<file path="config.mk">
export PLATFORM = sky130hd
export DESIGN_NAME = cfg_i2c_slave
export DESIGN_NICKNAME = d
export VERILOG_FILES = /design/src/rtl/cfg_i2c_pkg.sv /design/src/rtl/cfg_i2c_sync.sv /design/src/rtl/cfg_i2c_regs.sv /design/src/rtl/cfg_i2c_engine.sv /design/src/rtl/cfg_i2c_slave.sv
export SDC_FILE = /design/constraint.sdc
export NUM_CORES = 1
export LEC_CHECK = 0
export ABC_AREA = 0
export BUFFER_PORTS_ARGS = -buffer_cell sky130_fd_sc_hd__buf_2
export CAP_MARGIN = 20
export CELL_PAD_IN_SITES_DETAIL_PLACEMENT = 1
export CELL_PAD_IN_SITES_GLOBAL_PLACEMENT = 1
export CORE_MARGIN = 4
export CORE_UTILIZATION = 47
export CTS_BUF_LIST = sky130_fd_sc_hd__clkbuf_4 sky130_fd_sc_hd__clkbuf_8
export DETAILED_ROUTE_END_ITERATION = 12
export PLACE_DENSITY_LB_ADDON = 0.2
export SLEW_MARGIN = 20
export SYNTH_ARGS = -nofsm -noshare
export SYNTH_HDL_FRONTEND = slang
export SYNTH_SLANG_ARGS = --single-unit
</file>
<file path="constraint.sdc">
create_clock -name clk -period 2.3 [get_ports clk]
set_input_delay 0.69 -clock clk [delete_from_list [all_inputs] [get_ports clk]]
set_output_delay 0.69 -clock clk [all_outputs]
set_load 0.005 [all_outputs]
</file>
<file path="src/rtl/cfg_i2c_pkg.sv">
package cfg_i2c_pkg;

  typedef enum logic [2:0] {
    PH_IDLE,
    PH_RX,
    PH_RACK,
    PH_TX,
    PH_TACK
  } phase_t;

  typedef enum logic [1:0] {
    RB_ADDR,
    RB_INDEX,
    RB_COUNT,
    RB_DATA
  } rxrole_t;

  function automatic logic [7:0] sat_inc8(input logic [7:0] v);
    return (v == 8'hFF) ? v : v + 8'd1;
  endfunction

endpackage

</file>
<file path="src/rtl/cfg_i2c_sync.sv">
module cfg_i2c_sync #(
  parameter int STAGES = 2
) (
  input  logic clk,
  input  logic rst_n,
  input  logic scl_i,
  input  logic sda_i,
  output logic sda_s,
  output logic scl_rise,
  output logic scl_fall,
  output logic start_evt,
  output logic stop_evt
);

  logic [STAGES-1:0] scl_q, sda_q;
  logic scl_d, sda_d, scl_now;

  always_ff @(posedge clk or negedge rst_n) begin
    if (!rst_n) begin
      scl_q <= '1;
      sda_q <= '1;
      scl_d <= 1'b1;
      sda_d <= 1'b1;
    end else begin
      scl_q <= {scl_q[STAGES-2:0], scl_i};
      sda_q <= {sda_q[STAGES-2:0], sda_i};
      scl_d <= scl_q[STAGES-1];
      sda_d <= sda_q[STAGES-1];
    end
  end

  assign scl_now   = scl_q[STAGES-1];
  assign sda_s     = sda_q[STAGES-1];
  assign scl_rise  = scl_now & ~scl_d;
  assign scl_fall  = ~scl_now & scl_d;
  // data edges with the clock held high mark bus conditions
  assign start_evt = scl_now & scl_d & sda_d & ~sda_s;
  assign stop_evt  = scl_now & scl_d & ~sda_d & sda_s;

endmodule

</file>
<file path="src/rtl/cfg_i2c_regs.sv">
module cfg_i2c_regs #(
  parameter int NREG = 2,
  parameter logic [NREG*8-1:0] RST_VAL = {8'h3F, 8'h6F}
) (
  input  logic              clk,
  input  logic              rst_n,
  input  logic              wr_en,
  input  logic [7:0]        wr_idx,
  input  logic [7:0]        wr_data,
  output logic [NREG*8-1:0] regs_flat
);

  for (genvar g = 0; g < NREG; g++) begin : g_reg
    always_ff @(posedge clk or negedge rst_n) begin
      if (!rst_n)
        regs_flat[g*8 +: 8] <= RST_VAL[g*8 +: 8];
      else if (wr_en && wr_idx == 8'(g))
        regs_flat[g*8 +: 8] <= wr_data;
    end
  end

endmodule

</file>
<file path="src/rtl/cfg_i2c_engine.sv">
module cfg_i2c_engine
  import cfg_i2c_pkg::*;
#(
  parameter int         NREG      = 2,
  parameter logic [6:0] DEV_ADDR7 = 7'h6A
) (
  input  logic              clk,
  input  logic              rst_n,
  input  logic              sda_s,
  input  logic              scl_rise,
  input  logic              scl_fall,
  input  logic              start_evt,
  input  logic              stop_evt,
  input  logic [NREG*8-1:0] regs_flat,
  output logic              wr_en,
  output logic [7:0]        wr_idx,
  output logic [7:0]        wr_data,
  output logic              sda_oe
);

  localparam logic [7:0] WR_BYTE = {DEV_ADDR7, 1'b0};
  localparam logic [7:0] RD_BYTE = {DEV_ADDR7, 1'b1};
  localparam logic [7:0] NREG_B  = 8'(NREG);

  phase_t     phase;
  rxrole_t    role;
  logic [3:0] bit_cnt;
  logic [7:0] shreg, ptr, remain;
  logic       rd_mode, m_ack;
  logic [7:0] rd_byte, cnt_byte;
  logic       byte_done, in_map;

  assign in_map    = ptr < NREG_B;
  assign cnt_byte  = in_map ? (NREG_B - ptr) : 8'h00;
  assign byte_done = (phase == PH_RX) && scl_fall && (bit_cnt == 4'd8)
                     && !start_evt && !stop_evt;

  always_comb begin
    rd_byte = 8'h00;
    for (int i = 0; i < NREG; i++)
      if (ptr == 8'(i)) rd_byte = regs_flat[i*8 +: 8];
  end

  // commit lands in the same cycle the acknowledge begins
  assign wr_en   = byte_done && (role == RB_DATA) && (remain != 8'd0) && in_map;
  assign wr_idx  = ptr;
  assign wr_data = shreg;

  always_ff @(posedge clk or negedge rst_n) begin
    if (!rst_n) begin
      phase   <= PH_IDLE;
      role    <= RB_ADDR;
      bit_cnt <= 4'd0;
      shreg   <= 8'h00;
      ptr     <= 8'h00;
      remain  <= 8'h00;
      rd_mode <= 1'b0;
      m_ack   <= 1'b0;
      sda_oe  <= 1'b0;
    end else if (stop_evt) begin
      phase  <= PH_IDLE;
      sda_oe <= 1'b0;
    end else if (start_evt) begin
      phase   <= PH_RX;
      role    <= RB_ADDR;
      bit_cnt <= 4'd0;
      rd_mode <= 1'b0;
      sda_oe  <= 1'b0;
    end else begin
      unique case (phase)
        PH_RX: begin
          if (scl_rise && bit_cnt != 4'd8) begin
            shreg   <= {shreg[6:0], sda_s};
            bit_cnt <= bit_cnt + 4'd1;
          end else if (byte_done) begin
            phase  <= PH_RACK;
            sda_oe <= 1'b1;
            unique case (role)
              RB_ADDR: begin
                if (shreg == WR_BYTE) begin
                  role    <= RB_INDEX;
                  rd_mode <= 1'b0;
                end else if (shreg == RD_BYTE) begin
                  rd_mode <= 1'b1;
                end else begin
                  phase  <= PH_IDLE;
                  sda_oe <= 1'b0;
                end
              end
              RB_INDEX: begin
                ptr  <= shreg;
                role <= RB_COUNT;
              end
              RB_COUNT: begin
                remain <= shreg;
                role   <= RB_DATA;
              end
              RB_DATA: begin
                if (remain != 8'd0) remain <= remain - 8'd1;
                ptr <= sat_inc8(ptr);
              end
            endcase
          end
        end
        PH_RACK: begin
          if (scl_fall) begin
            bit_cnt <= 4'd0;
            if (rd_mode) begin
              shreg  <= cnt_byte;
              sda_oe <= ~cnt_byte[7];
              phase  <= PH_TX;
            end else begin
              sda_oe <= 1'b0;
              phase  <= PH_RX;
            end
          end
        end
        PH_TX: begin
          if (scl_fall) begin
            if (bit_cnt == 4'd7) begin
              sda_oe <= 1'b0;
              phase  <= PH_TACK;
            end else begin
              shreg   <= {shreg[6:0], 1'b0};
              sda_oe  <= ~shreg[6];
              bit_cnt <= bit_cnt + 4'd1;
            end
          end
        end
        PH_TACK: begin
          if (scl_rise) m_ack <= ~sda_s;
          else if (scl_fall) begin
            if (m_ack) begin
              shreg   <= rd_byte;
              sda_oe  <= ~rd_byte[7];
              ptr     <= sat_inc8(ptr);
              bit_cnt <= 4'd0;
              phase   <= PH_TX;
            end else begin
              phase <= PH_IDLE;
            end
          end
        end
        default: ;
      endcase
    end
  end

endmodule

</file>
<file path="src/rtl/cfg_i2c_slave.sv">
module cfg_i2c_slave #(
  parameter int         NREG        = 2,
  parameter int         SYNC_STAGES = 2,
  parameter logic [6:0] DEV_ADDR7   = 7'h6A,
  parameter logic [7:0] REG0_RST    = 8'h6F,
  parameter logic [7:0] REG1_RST    = 8'h3F,
  parameter int         PRI_BIT     = 0,
  parameter int         SEC_BIT     = 1,
  parameter int         SEL_BIT     = 7
) (
  input  logic clk,
  input  logic rst_n,
  input  logic scl_i,
  input  logic sda_i,
  output logic sda_oe,
  output logic pri_clk_en,
  output logic sec_clk_en,
  output logic sel_48m
);

  localparam logic [NREG*8-1:0] RST_FLAT = (NREG*8)'({REG1_RST, REG0_RST});

  logic sda_s, scl_rise, scl_fall, start_evt, stop_evt;
  logic wr_en;
  logic [7:0] wr_idx, wr_data;
  logic [NREG*8-1:0] regs_flat;

  cfg_i2c_sync #(.STAGES(SYNC_STAGES)) u_sync (
    .clk(clk), .rst_n(rst_n), .scl_i(scl_i), .sda_i(sda_i),
    .sda_s(sda_s), .scl_rise(scl_rise), .scl_fall(scl_fall),
    .start_evt(start_evt), .stop_evt(stop_evt)
  );

  cfg_i2c_engine #(.NREG(NREG), .DEV_ADDR7(DEV_ADDR7)) u_eng (
    .clk(clk), .rst_n(rst_n), .sda_s(sda_s), .scl_rise(scl_rise),
    .scl_fall(scl_fall), .start_evt(start_evt), .stop_evt(stop_evt),
    .regs_flat(regs_flat), .wr_en(wr_en), .wr_idx(wr_idx),
    .wr_data(wr_data), .sda_oe(sda_oe)
  );

  cfg_i2c_regs #(.NREG(NREG), .RST_VAL(RST_FLAT)) u_regs (
    .clk(clk), .rst_n(rst_n), .wr_en(wr_en), .wr_idx(wr_idx),
    .wr_data(wr_data), .regs_flat(regs_flat)
  );

  assign pri_clk_en = regs_flat[PRI_BIT];
  assign sec_clk_en = regs_flat[SEC_BIT];
  assign sel_48m    = regs_flat[8 + SEL_BIT];

endmodule

</file>
==> summary.txt <==
Clock-pin slew on the worst setup and hold paths -> 0.08 ns
Hold-fix buffer count after cts -> 0
Initial Util -> 48.19%
Die Ht -> 96.79 um
Core ar. -> 0.007687 sq mm
Post-CTS setup buffers -> 0
Avg Inst Size Synth -> 9.853 sq um
Overall Power -> 3.230 mW
Initial drt markers -> 184
Hold Slack -> 0.3067 ns
Ys Warns -> 0
Cell Rows -> 32
DR DRC count -> 0
Critical Path Sink Type -> register
Uppermost layer routed -> met4
Placer Congestion -> 0.9079
Root Buffer -> clkbuf_8
CTS resizes -> 0
CTS Buf Count -> 9
H-tree depth -> 3
Post-synth ARST share -> 100.0%
Crit Path Class -> reg2reg
Max-Cap Viols -> 0
Critical Path RT -> 2.54 ns
Met2 wire len -> 5562 um
Crit-path max FO -> 8
Worst-Skew Late Latency -> 0.35 ns
Hold Vio Cnt, Final -> 0
Share of layout cells above drive strength 1 -> 28.54%
Vias per inst -> 6.360
Area of the multi-input gates -> 0.002135 sq mm
Port buffer count -> 7
Die width -> 96.79 um
Mapped cell area -> 0.003705 sq mm
Final setup vio count -> 0
Met3 WL post-DR -> 451 um
Wirelength, routed -> 11250 um
Die Area -> 0.009367 sq mm
Share of the yosys chip area belonging to registers -> 39.78%
HPWL Detailed -> 7908 um
Share of the clock period used by the worst path -> 96.72%
P per Cell Area -> 743.8 mW/mm^2
Post-synthesis cell type count -> 70
Drt pass-1 iters -> 7
Area grow syn2layout -> 17.22%
Largest net degree at the start of global routing -> 39
Final core occ -> 56.49%
Nets@finish -> 429
Vias -> 3301
Antenna violations before repair -> 0
Cells after synthesis -> 376
Filler cell count -> 878
Register area -> 0.001474 sq mm
Critical Path AT -> 2.46 ns
Antenna viol nets, final -> 0
Slew @ Worst Pin -> 0.7770 ns
Bufs on Longest Clock Path -> 2
Global route total overflow -> 0
Worst hold-check path type -> in2async
Synthesized flop and latch total -> 58
DRT met1 WL -> 5018 um
First-pass GRT wire length -> 18460 um
Normalized max-slew margin -> 47.72%
EDFF count, synth -> 0
Pins Over Slew Limit -> 0
Startpoint Class -> register
# diodes -> 0
Aggregate global-route resource usage -> 24.46%
Maximum vdd drop -> 0.0006787 V
Dominant synthesized flop cell -> dfrtp_1
CTS tree -> yes
Drt wl/cell -> 21.67 um
Tmin final -> 2.225 ns
F_max -> 449.5 MHz
Status -> completed
Io pins -> 8
Syn_nets -> 393
Vias in the first global route -> 3531
Layout Skew -> 0.01112 ns
Leak pwr -> 1.879 nW
Clock Sink Count -> 58
[cell type report]
cell class                      count  share of cell area [%]
Multi-Input combinational cell    284                   49.15
Clock buffer                        9                   2.852
Tap cell                          102                   2.939
Timing Repair Buffer               44                   7.491
Inverter                           15                   1.296
Sequential cell                    58                   33.94
Clock inverter                      7                   2.334
[metrics by stage]
step           setup slack [ns]  TNS [ns]  instance area (sq um)  instances
2_1_floorplan           0.02731         0                   3711        376
3_3_place_gp             0.1493         0                   4096        503
3_5_place_dp            0.04330         0                   4096        503
4_1_cts                 0.03366         0                   4322        519
5_1_grt                -0.04107   -0.1004                   4343        519
6_report                0.07537         0                   4343        519
[synthesized netlist by cell type, drive strengths merged, types with 3 or more instances]
master | instances | area share, %
o22ai | 6 | 1.0
nand3b | 5 | 1.0
and3b | 10 | 2.4
mux2i | 3 | 0.81
dfrtp | 40 | 27
nand4 | 7 | 1.2
or3 | 4 | 0.68
nor4 | 10 | 2.5
nor3b | 5 | 1.1
or2 | 3 | 0.51
o2111ai | 6 | 1.4
clkbuf | 17 | 1.8
dfstp | 18 | 13
nand3 | 27 | 3.6
or4 | 4 | 0.81
o211ai | 3 | 0.61
inv | 15 | 1.5
a211oi | 3 | 0.74
a2bb2oi | 5 | 1.2
and2 | 5 | 0.84
o21ai | 16 | 2.2
nand2b | 5 | 0.84
nor2 | 14 | 1.4
o2bb2ai | 4 | 0.95
mux2 | 25 | 7.6
a21oi | 11 | 1.5
a31oi | 4 | 0.68
o22a | 4 | 0.95
a22oi | 4 | 0.81
ha | 13 | 4.4
nand2 | 16 | 1.6
o31ai | 6 | 1.2
and3 | 3 | 0.51
nor2b | 6 | 1.0
a21o | 3 | 0.61
nor3 | 9 | 1.2
[routing by layer]
metal | global-route usage, % | vias up
met5 | 0 | -
met4 | 8.639 | 0
met3 | 4.470 | 23
met2 | 40.13 | 68
met1 | 32.43 | 1687
li1 | - | 1523
[flip-flops by register name, indices dropped and copies added (netlist names), 3 cells and up]
| register | count |
|---|---|
| u_regs.regs_flat | 16 |
| u_eng.wr_data | 8 |
| u_eng.bit_cnt | 4 |
| u_eng.phase | 3 |
| u_eng.wr_idx | 8 |
| u_eng.remain | 8 |
[final timing paths]
kind                            depth (start not counted)                   end  slack, ns       startpoint
max in group asynchronous                               2  u_regs.regs_flat[11]       1.34            rst_n
worst min-delay path                                    1         u_eng.rd_mode       0.31            rst_n
worst max-delay path                                    7   u_regs.regs_flat[7]       0.08  u_eng.wr_idx[0]
worst max register to register                          7   u_regs.regs_flat[7]       0.08  u_eng.wr_idx[0]
min in group clk                                        0       u_sync.sda_q[1]       0.36  u_sync.sda_q[0]
worst min register to register                          0       u_sync.sda_q[1]       0.36  u_sync.sda_q[0]
[cell families (layout without fill, tap and decap cells)]
family	Yosys count	count (layout)	synth area share (%)
simple gates	145	145	24.55
flops	58	58	39.78
mux	28	28	8.409
fa+ha+maj	13	13	4.391
compound gates	96	96	18.88
xor+xnor	2	2	0.4729
buf+inv	34	75	3.512
[where the power goes]
part	switching, mW	internal (mW)
clock	0.476	0.619
combinational	0.419	0.377
sequential	0.196	1.14
total	1.09	2.14
[worst max-delay path: stages (launching register included)]
cell     delay, ns
dfrtp_1       0.44
inv_1         0.12
ha_1          0.24
nor4_4        0.30
nand3_2       0.19
nor4_4        0.27
buf_4         0.21
mux2_2        0.34
[cells in the final DEF (no fill, tap or decap), types with 6 or more instances in the layout]
| cell | n |
|---|---|
| dfrtp_1 | 40 |
| buf_4 | 36 |
| nand3_1 | 26 |
| mux2_2 | 24 |
| dfstp_2 | 18 |
| nand2_1 | 16 |
| o21ai_0 | 16 |
| inv_1 | 15 |
| nor2_1 | 14 |
| ha_1 | 12 |
| a21oi_1 | 11 |
| and3b_1 | 10 |
| nor3_1 | 9 |
| clkbuf_8 | 9 |
| nand4_1 | 7 |
| buf_2 | 7 |
| nor2b_1 | 6 |
| o31ai_1 | 6 |
| nor4_1 | 6 |
| o2111ai_1 | 6 |
| o22ai_1 | 6 |
Note: power is estimated with default switching activity, not from simulation.
